`src/rtl/spi_presc_pkg.sv`:
```
package spi_presc_pkg;

    typedef enum logic {
        ENC_LEGACY   = 1'b0,
        ENC_EXTENDED = 1'b1
    } presc_enc_e;

    localparam int CFG_W        = 16;
    localparam int MANT_W       = 4;
    localparam int EXP_W        = 3;
    localparam int DIV_W        = MANT_W + (1 << EXP_W) - 1;
    localparam int EXT_MAX_DIV  = ((1 << MANT_W) - 1) * (1 << ((1 << EXP_W) - 1));
    localparam int LEG_BASE     = 16;
    localparam int LEG_MIN_CODE = 18;
    localparam int LEG_MIN_DIV  = 4;
    localparam int LEG_MAX_DIV  = 30;
    localparam logic [CFG_W-1:0] LEG_MASK = CFG_W'(16'h001F);
    localparam logic [CFG_W-1:0] EXT_MASK = CFG_W'(16'h00DF);

    typedef logic [CFG_W-1:0] cfg_t;
    typedef logic [DIV_W-1:0] div_t;

    typedef struct packed {
        logic [MANT_W-1:0] mant;
        logic [EXP_W-1:0]  expo;
    } ext_field_t;

    typedef struct packed {
        logic sclk;
        logic lead;
        logic trail;
        logic tick;
    } clk_evt_t;

    function automatic ext_field_t split_ext(cfg_t w);
        ext_field_t x;
        x.mant = w[MANT_W-1:0];
        x.expo = {w[7:6], w[4]};
        return x;
    endfunction

    function automatic div_t ext_div(ext_field_t x);
        logic [MANT_W-1:0] m;
        m = (x.mant == '0) ? MANT_W'(1) : x.mant;
        return div_t'(m) << x.expo;
    endfunction

    function automatic div_t legacy_div(cfg_t w);
        int code;
        code = int'(w[4:0]);
        if (code < LEG_MIN_CODE)
            return div_t'(LEG_MIN_DIV);
        return div_t'((code - LEG_BASE) * 2);
    endfunction

endpackage

```
`src/rtl/spi_presc_decode.sv`:
```
module spi_presc_decode
    import spi_presc_pkg::*;
#(
    parameter presc_enc_e ENC = ENC_LEGACY
) (
    input  cfg_t cfg_word,
    output div_t div_o
);
    localparam cfg_t FIELD_MASK = (ENC == ENC_EXTENDED) ? EXT_MASK : LEG_MASK;

    cfg_t field;
    assign field = cfg_word & FIELD_MASK;

    generate
        if (ENC == ENC_EXTENDED) begin : g_ext
            assign div_o = ext_div(split_ext(field));
        end else begin : g_leg
            assign div_o = legacy_div(field);
        end
    endgenerate

endmodule

```
`src/rtl/spi_presc_counter.sv`:
```
module spi_presc_counter
    import spi_presc_pkg::*;
(
    input  logic     clk,
    input  logic     rst,
    input  logic     busy,
    input  div_t     div_new,
    output clk_evt_t evt_o
);
    div_t div_q;
    div_t cnt_q;
    div_t half;
    div_t last;
    logic run;

    assign run  = busy && !rst;
    assign half = (div_q >> 1) + div_t'(div_q[0]);
    assign last = div_q - div_t'(1);

    always_ff @(posedge clk) begin
        if (rst) begin
            div_q <= div_t'(1);
            cnt_q <= '0;
        end else if (!busy) begin
            div_q <= div_new;
            cnt_q <= '0;
        end else begin
            cnt_q <= (cnt_q == last) ? '0 : cnt_q + div_t'(1);
        end
    end

    always_comb begin
        evt_o.sclk  = run && (cnt_q < half);
        evt_o.lead  = run && (cnt_q == '0);
        evt_o.trail = run && (div_q != div_t'(1)) && (cnt_q == half);
        evt_o.tick  = run && (cnt_q == last);
    end


    div_frozen_chk: assert property (@(posedge clk) disable iff (rst)
        (busy && $past(busy)) |-> $stable(div_q));


    restart_chk: assert property (@(posedge clk) disable iff (rst)
        $rose(busy) |-> (evt_o.lead && evt_o.sclk));


    wrap_chk: assert property (@(posedge clk) disable iff (rst)
        (evt_o.tick && busy) |=> (!busy || evt_o.lead));


    edge_excl_chk: assert property (@(posedge clk) disable iff (rst)
        !(evt_o.lead && evt_o.trail));


    fall_chk: assert property (@(posedge clk) disable iff (rst)
        evt_o.trail |-> (!evt_o.sclk && $past(evt_o.sclk)));

endmodule

```
`src/rtl/spi_clk_prescaler.sv`:
```
module spi_clk_prescaler
    import spi_presc_pkg::*;
#(
    parameter presc_enc_e ENC = ENC_LEGACY
) (
    input  logic             clk,
    input  logic             rst,
    input  logic [CFG_W-1:0] cfg_word,
    input  logic             engine_busy,
    output logic             sclk_o,
    output logic             lead_edge_o,
    output logic             trail_edge_o,
    output logic             tick_o
);
    div_t     dec_div;
    clk_evt_t evt;

    spi_presc_decode #(.ENC(ENC)) u_decode (
        .cfg_word (cfg_word),
        .div_o    (dec_div)
    );

    spi_presc_counter u_counter (
        .clk     (clk),
        .rst     (rst),
        .busy    (engine_busy),
        .div_new (dec_div),
        .evt_o   (evt)
    );

    assign sclk_o       = evt.sclk;
    assign lead_edge_o  = evt.lead;
    assign trail_edge_o = evt.trail;
    assign tick_o       = evt.tick;

    generate
        if (ENC == ENC_LEGACY) begin : g_leg_chk

            leg_div_range_chk: assert property (@(posedge clk) disable iff (rst)
                (dec_div >= div_t'(LEG_MIN_DIV)) && (dec_div <= div_t'(LEG_MAX_DIV)) && !dec_div[0]);
        end else begin : g_ext_chk

            ext_div_range_chk: assert property (@(posedge clk) disable iff (rst)
                (dec_div != '0) && (dec_div <= div_t'(EXT_MAX_DIV)));
        end
    endgenerate


    idle_quiet_chk: assert property (@(posedge clk) disable iff (rst)
        !engine_busy |-> !(sclk_o || lead_edge_o || trail_edge_o || tick_o));

endmodule

```
`config.mk`:
```
export PLATFORM = sky130hd
export DESIGN_NAME = spi_clk_prescaler
export DESIGN_NICKNAME = d
export VERILOG_FILES = /design/src/rtl/spi_presc_pkg.sv /design/src/rtl/spi_presc_decode.sv /design/src/rtl/spi_presc_counter.sv /design/src/rtl/spi_clk_prescaler.sv
export SDC_FILE = /design/constraint.sdc
export NUM_CORES = 1
export LEC_CHECK = 0
export ABC_AREA = 1
export BUFFER_PORTS_ARGS = -buffer_cell sky130_fd_sc_hd__clkbuf_2
export CAP_MARGIN = 15
export CORE_MARGIN = 2
export CORE_UTILIZATION = 59
export CTS_CLUSTER_DIAMETER = 30
export CTS_CLUSTER_SIZE = 10
export DETAILED_ROUTE_END_ITERATION = 8
export PLACE_DENSITY = 0.83
export SLEW_MARGIN = 20
export SYNTH_ARGS = -nofsm -noshare
export SYNTH_HDL_FRONTEND = slang
export SYNTH_HIERARCHICAL = 1
export SYNTH_SLANG_ARGS = --single-unit
```
`constraint.sdc`:
```
create_clock -name clk -period 2.8 [get_ports clk]
set_input_delay 0.28 -clock clk [delete_from_list [all_inputs] [get_ports clk]]
set_output_delay 0.28 -clock clk [all_outputs]
set_load 0.03 [all_outputs]
```
==> impl_metrics.json, run 1 <==
{
  "status": "finished clean",
  "critPathMostFrequentCell": "nand2_2",
  "mostFrequentLayoutCell": "nand2_1",
  "end_kind": "primary output",
  "clkTransAtPathRegs_ns": 0.12,
  "port_buffers": 11,
  "max-vdd-ir-drop_mv": 0.290,
  "drive_gt1_share_pct": 23.5,
  "syn_area_mm2": 0.00204,
  "power.leakage_uw": 0.000974,
  "vias_per_cell": 5.21,
  "slew_viol_final": 0,
  "hold_class": "in -> reg",
  "die-area_mm2": 0.00395,
  "yosysWarnings": 6,
  "gp_congestion": 0.929,
  "antenna_found_initial": 0,
  "grt_util_all_layers_pct": 22.8,
  "crit_chain": "ha_4, nand2_2, nor2_1, nand2_1, nor2_2, nand4_1, xor2_1, ha_1, nand2_2, nor4b_2, o311a_1, clkbuf_8",
  "cp_slowest_stage_delay_ns": 0.40,
  "grt_overflow_total": 0,
  "grt_max_degree": 20,
  "syn_avg_cell_area_um2": 7.09,
  "fin_skew_ns": 0.00169,
  "layout_common_cells": "51 x nand2_1, 35 x inv_1, 22 x nor2_1",
  "post-route-period-util_pct": 99.8,
  "nFillCells": 313,
  "cts_inserted_buffers": 3,
  "antenna_cells": 0,
  "p_per_area_mw_per_mm2": 318,
  "cts_buffer_depth": 2,
  "finalSetupViolations": 0,
  "syn_inst": 288,
  "antenna_left": 0,
  "cts_sinks": 22,
  "cp_max_fo": 3,
  "wl_per_cell_um": 12.2,
  "min_period_ns": 2.80,
  "drt_iter0_drc": 84,
  "cts_tree": "built",
  "post-route-drc-count": 0,
  "slowest_stage": "dfxtp_4",
  "ys_ff_latch": 22,
  "total_power_uw": 708,
  "cts-root-buf": "clkbuf_4",
  "rows": 21,
  "insertion_delay_ns": 0.31,
  "fmax_mhz": 358,
  "grt_first_pass_wirelength_um": 7350,
  "fin_util_pct": 66.7,
  "maxCapViolCount": 0,
  "dr.pass1.iters": 4,
  "syn_to_final_growth_pct": 8.95,
  "start_util_pct": 61.2,
  "die_x_um": 62.8,
  "rsz0062_at_grt": "true",
  "cts_htree_levels": 1,
  "synth_ff_type": "dfxtp_1",
  "synth_enable_flop_cells": 0,
  "grt_pass1_vias": 1682,
  "finalWirelength_um": 4250,
  "nNetsFinal": 340,
  "worst_ep_required_time_ns": 2.52,
  "hold_violations": 0,
  "die_y_um": 62.8,
  "cp-start-kind": "flip-flop",
  "yosysSeqAreaShare_pct": 21.6,
  "crit_arrival_ns": 2.52,
  "pin_count": 23,
  "dp_hpwl_um": 3270,
  "coreArea_mm2": 0.00334,
  "synth-async-reset-ratio_pct": 0,
  "critPathKind": "reg -> out",
  "vias": 1812,
  "yosysUniqueCellTypes": 36
}
==> flip-flops by register name, summed over array words and instances, names as in the netlist <==
| signal | count |
|---|---|
| u_counter/cnt_q | 11 |
| u_counter/div_q | 11 |
==> routing by layer <==
| layer | vias up | wire length, um | GRT usage (%) |
|---|---|---|---|
| met3 | 6 | 136 | 4.68 |
| li1 | 947 | - | - |
| met5 | - | 0 | 0 |
| met4 | 0 | 44 | 3.33 |
| met1 | 829 | 2020 | 29.3 |
| met2 | 30 | 2050 | 39.9 |
==> cell families (layout without fill, tap and decap cells) <==
kind of cell	count (synthesis)	count (layout)	synth area share [%]
flip-flops	22	22	21.6
AO/OA/AOI/OAI	36	36	9.74
adder cells (fa/ha/maj)	17	17	10.4
AND/OR/NAND/NOR	137	137	35.9
buffers and inverters	55	63	13.6
other	1	7	0.184
XOR/XNOR	20	20	8.58
==> worst paths after layout <==
kind | startpoint | depth (start not counted) | endpoint | slack (ns)
max | u_counter/div_q[0]$_SDFFE_PP1N_ | 12 | trail_edge_o | 0.005
min | cfg_word[0] | 5 | u_counter/div_q[1]$_SDFFE_PP0N_ | 0.31
max reg2reg | u_counter/div_q[0]$_SDFFE_PP1N_ | 12 | u_counter/cnt_q[10]$_SDFF_PP0_ | 0.66
min reg2reg | u_counter/div_q[2]$_SDFFE_PP0N_ | 2 | u_counter/div_q[2]$_SDFFE_PP0N_ | 0.56
==> critical path, delay by kind of cell (launching register included) <==
family | cells | cell delay (ns)
buffers and inverters | 1 | 0.16
xor gates and xnor gates | 1 | 0.16
AOI/OAI and AO/OA | 1 | 0.22
and+or+nand+nor | 7 | 0.81
adders and majority gates | 2 | 0.45
DFF | 1 | 0.40
==> timing repair <==
action / 4_1_cts / 5_1_grt
resized for setup: 11 / 13
hold buffers: 0 / 0
setup buffers: 2 / 1
endpoints found under the setup margin: 2 / 3
pin swaps: 5 / 11
hold endpoints to repair: 0 / 0
==> stage by stage <==
step	std cells	instance area (um2)	hold WS (ns)	TNS [ns]	setup slack, ns
after global placement	342	2100	0.541	0	0.137
after CTS	347	2180	0.314	0	0.000695
after detailed placement	342	2100	0.557	0	0.0782
after floorplan	294	2060	0.449	0	0.332
after global routing	348	2220	0.371	-0.286	-0.140
final	348	2220	0.310	0	0.00486
==> synth_stat cells, types with 7 or more instances <==
| library cell | count | area, um2 |
|---|---|---|
| nand2_1 | 55 | 206 |
| inv_1 | 35 | 131 |
| nor2_1 | 24 | 90.1 |
| dfxtp_1 | 22 | 440 |
| ha_1 | 17 | 213 |
| nand3_1 | 16 | 80.1 |
| xor2_1 | 15 | 131 |
| o21ai_0 | 14 | 70.1 |
| a21oi_1 | 13 | 65.1 |
| nor3_2 | 11 | 110 |
| buf_4 | 7 | 52.6 |
| nand4_1 | 7 | 43.8 |
==> power breakdown <==
group          switching [uW]  total, uW  internal, uW  leakage [uW]
Sequential               21.9        347           325      0.000181
Combinational             132        214          81.9      0.000779
Clock                    96.5        147          50.5     0.0000138
Total                     250        708           458      0.000974
==> layout make-up <==
type | count | area (um2) | area share [%]
multi-input cells | 217 | 1410 | 63.2
flip-flops and latches | 22 | 449 | 20.2
inverters | 39 | 149 | 6.69
repair buffers | 21 | 141 | 6.36
well taps | 46 | 57.6 | 2.59
clock buffers | 3 | 22.5 | 1.01
Power figures use the tool's default switching activity.
==> inputs of run 2 (changes only) <==
- ABC_AREA: 1 -> not set
- PLACE_DENSITY: 0.83 -> 0.84
- SETUP_SLACK_MARGIN: not set -> 0.02
==> run 2 against run 1 <==
Worst setup slack lost 0.12 ns. Wire length increased by 0.14%. Combinational power shrank 7%. Power up 11%. The flow now finishes with violations (negative setup slack). Highest routed layer unchanged. Cell area shrank 5.8%. Clock skew increased by 0.0015 ns.
==> impl_metrics.json, run 2 <==
{
  "status": "finished, violations left",
  "violations": "negative setup slack",
  "synth_top_family_by_area": "simple AND/OR/NAND/NOR gates",
  "post-synth-top-area-cell": "dfxtp_1",
  "crit_arrival_ns": 2.63,
  "gp_congestion": 0.872,
  "grt_pass1_vias": 1397,
  "yosys.area_share.xor_xnor_pct": 16.1,
  "regArea_um2": 449,
  "synth_top_area_share_pct": 23.8,
  "insertion_delay_ns": 0.31,
  "wl_per_cell_um": 15.4,
  "layout_common_cells": "19 x nor2_1, 18 x xor2_1, 17 x dfxtp_1, 17 x buf_4, 16 x xnor2_1",
  "antenna_found_initial": 0,
  "maxCapViolCount": 0,
  "antenna_cells": 0,
  "cp_max_fo": 6,
  "vias_per_cell": 5.65,
  "synth_fa_ha_area_share_pct": 11.5,
  "syn_to_final_growth_pct": 13.2,
  "finalSetupViolations": 1,
  "synth_ff_type": "dfxtp_1",
  "setup_slack_ns": -0.111,
  "hold_violations": 0,
  "finalNonFillerCells": 276,
  "die_x_um": 60.0,
  "maxSlewHeadroom_pct": 66.3,
  "worst_ep_required_time_ns": 2.52,
  "dp_hpwl_um": 2700,
  "yosysUniqueCellTypes": 44,
  "synth_compound_gate_area_share_pct": 6.15,
  "grt_first_pass_wirelength_um": 6500,
  "finalWirelength_um": 4260,
  "tns_ns": -0.111,
  "nFillCells": 230,
  "fmax_mhz": 344,
  "die-area_mm2": 0.00360,
  "drt_iter0_drc": 82,
  "rsz0062_at_grt": "true",
  "whs_ns": 0.331,
  "cts_buffer_depth": 2,
  "pin_count": 23,
  "port_buffers": 11,
  "cp-start-kind": "flip-flop",
  "grt_overflow_total": 0,
  "grt_busiest_layer": "met2",
  "reg_top3": "u_counter/cnt_q x11, u_counter/div_q x11",
  "syn_inst": 214,
  "grt_max_degree": 15,
  "slew_viol_final": 0,
  "use_met2_pct": 38.5,
  "grt_util_all_layers_pct": 24.2,
  "final_cell_area_mm2": 0.00209,
  "synth-simple-area-share_pct": 25.6,
  "cts-root-buf": "clkbuf_4",
  "post-place-ws_ns": 0.181,
  "clkTransAtPathRegs_ns": 0.12,
  "post-route-drc-count": 0,
  "post-route-period-util_pct": 104,
  "antenna_left": 0,
  "min_period_ns": 2.91,
  "fin_skew_ns": 0.00315,
  "rows": 20,
  "use_met1_pct": 32.3,
  "critPathKind": "reg -> out",
  "cts_inserted_buffers": 3,
  "muxShareOfSynthArea_pct": 5.41,
  "multiInputGateArea_mm2": 0.00131,
  "yosysSeqAreaShare_pct": 23.8,
  "max-vdd-ir-drop_mv": 0.209,
  "worst_pin_slew_ns": 0.502,
  "cts_htree_levels": 1,
  "yosysWarnings": 6,
  "placed_area_mm2": 0.00186,
  "p_per_area_mw_per_mm2": 375,
  "synth_most_common_cell": "dfxtp_1",
  "cts_sinks": 22,
  "end_kind": "primary output",
  "grt_use_met3_pct": 1.73,
  "drive_gt1_share_pct": 25.4,
  "synth_enable_flop_cells": 0,
  "coreArea_mm2": 0.00303,
  "syn_area_mm2": 0.00185,
  "ys_top_cells_by_count": "22 x dfxtp_1, 20 x nor2_1, 18 x xor2_1",
  "synthTopCellsByArea": "dfxtp_1 24%, ha_1 11%, xor2_1 8.5%",
  "ys_ff_latch": 22,
  "vias": 1560,
  "cts-hold-fix-buffers": 0,
  "synth-async-reset-ratio_pct": 0,
  "nNetsFinal": 269,
  "start_util_pct": 61.1,
  "place_inst": 263,
  "mostFrequentLayoutCell": "nor2_1",
  "power.leakage_uw": 0.000861,
  "syn_avg_cell_area_um2": 8.65,
  "die_y_um": 60.0,
  "dr.pass1.iters": 4,
  "hold_class": "in -> reg",
  "cts_tree": "built"
}
-- run 2: changes by cell type after synthesis, moves of 11 or more --
| cell | before | now |
|---|---|---|
| xnor2_1 | 5 | 16 |
| nor3_2 | 11 | 0 |
| nand2_1 | 55 | 8 |
| o21ai_0 | 14 | 2 |
| inv_1 | 35 | 5 |
| nor3_1 | 4 | 16 |
-- run 2: metrics by stage --
stage               utilization (%)  power, uW
finish                         69.2        786
global route                   69.2        823
CTS                            67.1        775
detailed placement             61.4        505
global placement               61.4        500
floorplan                         -        482
-- run 2: power breakdown --
| part | internal, uW | total, uW | switching, uW |
|---|---|---|---|
| sequential | 324 | 343 | 19.2 |
| clock | 145 | 244 | 99.2 |
| combinational | 92.1 | 198 | 106 |
-- run 2: what timing repair did --
action                     4_1_cts  5_1_grt
pin swaps                        3        7
setup endpoints to repair        3       14
buffers inserted                 7        5
gates resized for setup         21       19
-- run 2: final timing paths --
path / slack [ns] / cells after the start / from / end
hold reg to reg: 0.55 / 1 / u_counter/div_q[0]$_SDFFE_PP1N_ / u_counter/div_q[0]$_SDFFE_PP1N_
setup / recovery: -0.11 / 7 / u_counter/div_q[0]$_SDFFE_PP1N_ / tick_o
setup reg to reg: 0.10 / 10 / u_counter/div_q[0]$_SDFFE_PP1N_ / u_counter/cnt_q[6]$_SDFF_PP0_
hold / removal: 0.33 / 2 / rst / u_counter/div_q[2]$_SDFFE_PP0N_
-- run 2: layout make-up --
| type | count | share of cell area (%) |
|---|---|---|
| multi-input combinational | 173 | 62.7 |
| clock inverter | 1 | 1.43 |
| inverter | 5 | 0.896 |
| timing repair buffer | 28 | 9.80 |
| clock buffer | 3 | 1.08 |
| sequential | 22 | 21.4 |
| tap | 44 | 2.63 |
-- run 2: cell families (layout without fill, tap and decap cells) --
kind of cell / Yosys count / count (layout)
flip-flops: 22 / 22
adder cells (fa/ha/maj): 17 / 17
XOR/XNOR: 34 / 34
multiplexers: 10 / 10
AND/OR/NAND/NOR: 89 / 89
buffers and inverters: 25 / 37
AO/OA/AOI/OAI: 16 / 16
other: 1 / 7
-- run 2: worst max-delay path: stages, from the launching register on --
cell and delay (ns):
dfxtp_4 0.39, or4_4 0.55, or4_4 0.54, a21oi_2 0.17, a21oi_2 0.06, nor4_4 0.30
and2_4 0.20, buf_8 0.12
-- run 2: per-layer routing --
layer  vias to the layer above  wire length, um
met2                        46             2190
met5                         -                0
met3                        10              153
met4                         0               97
li1                        765                -
met1                       739             1820
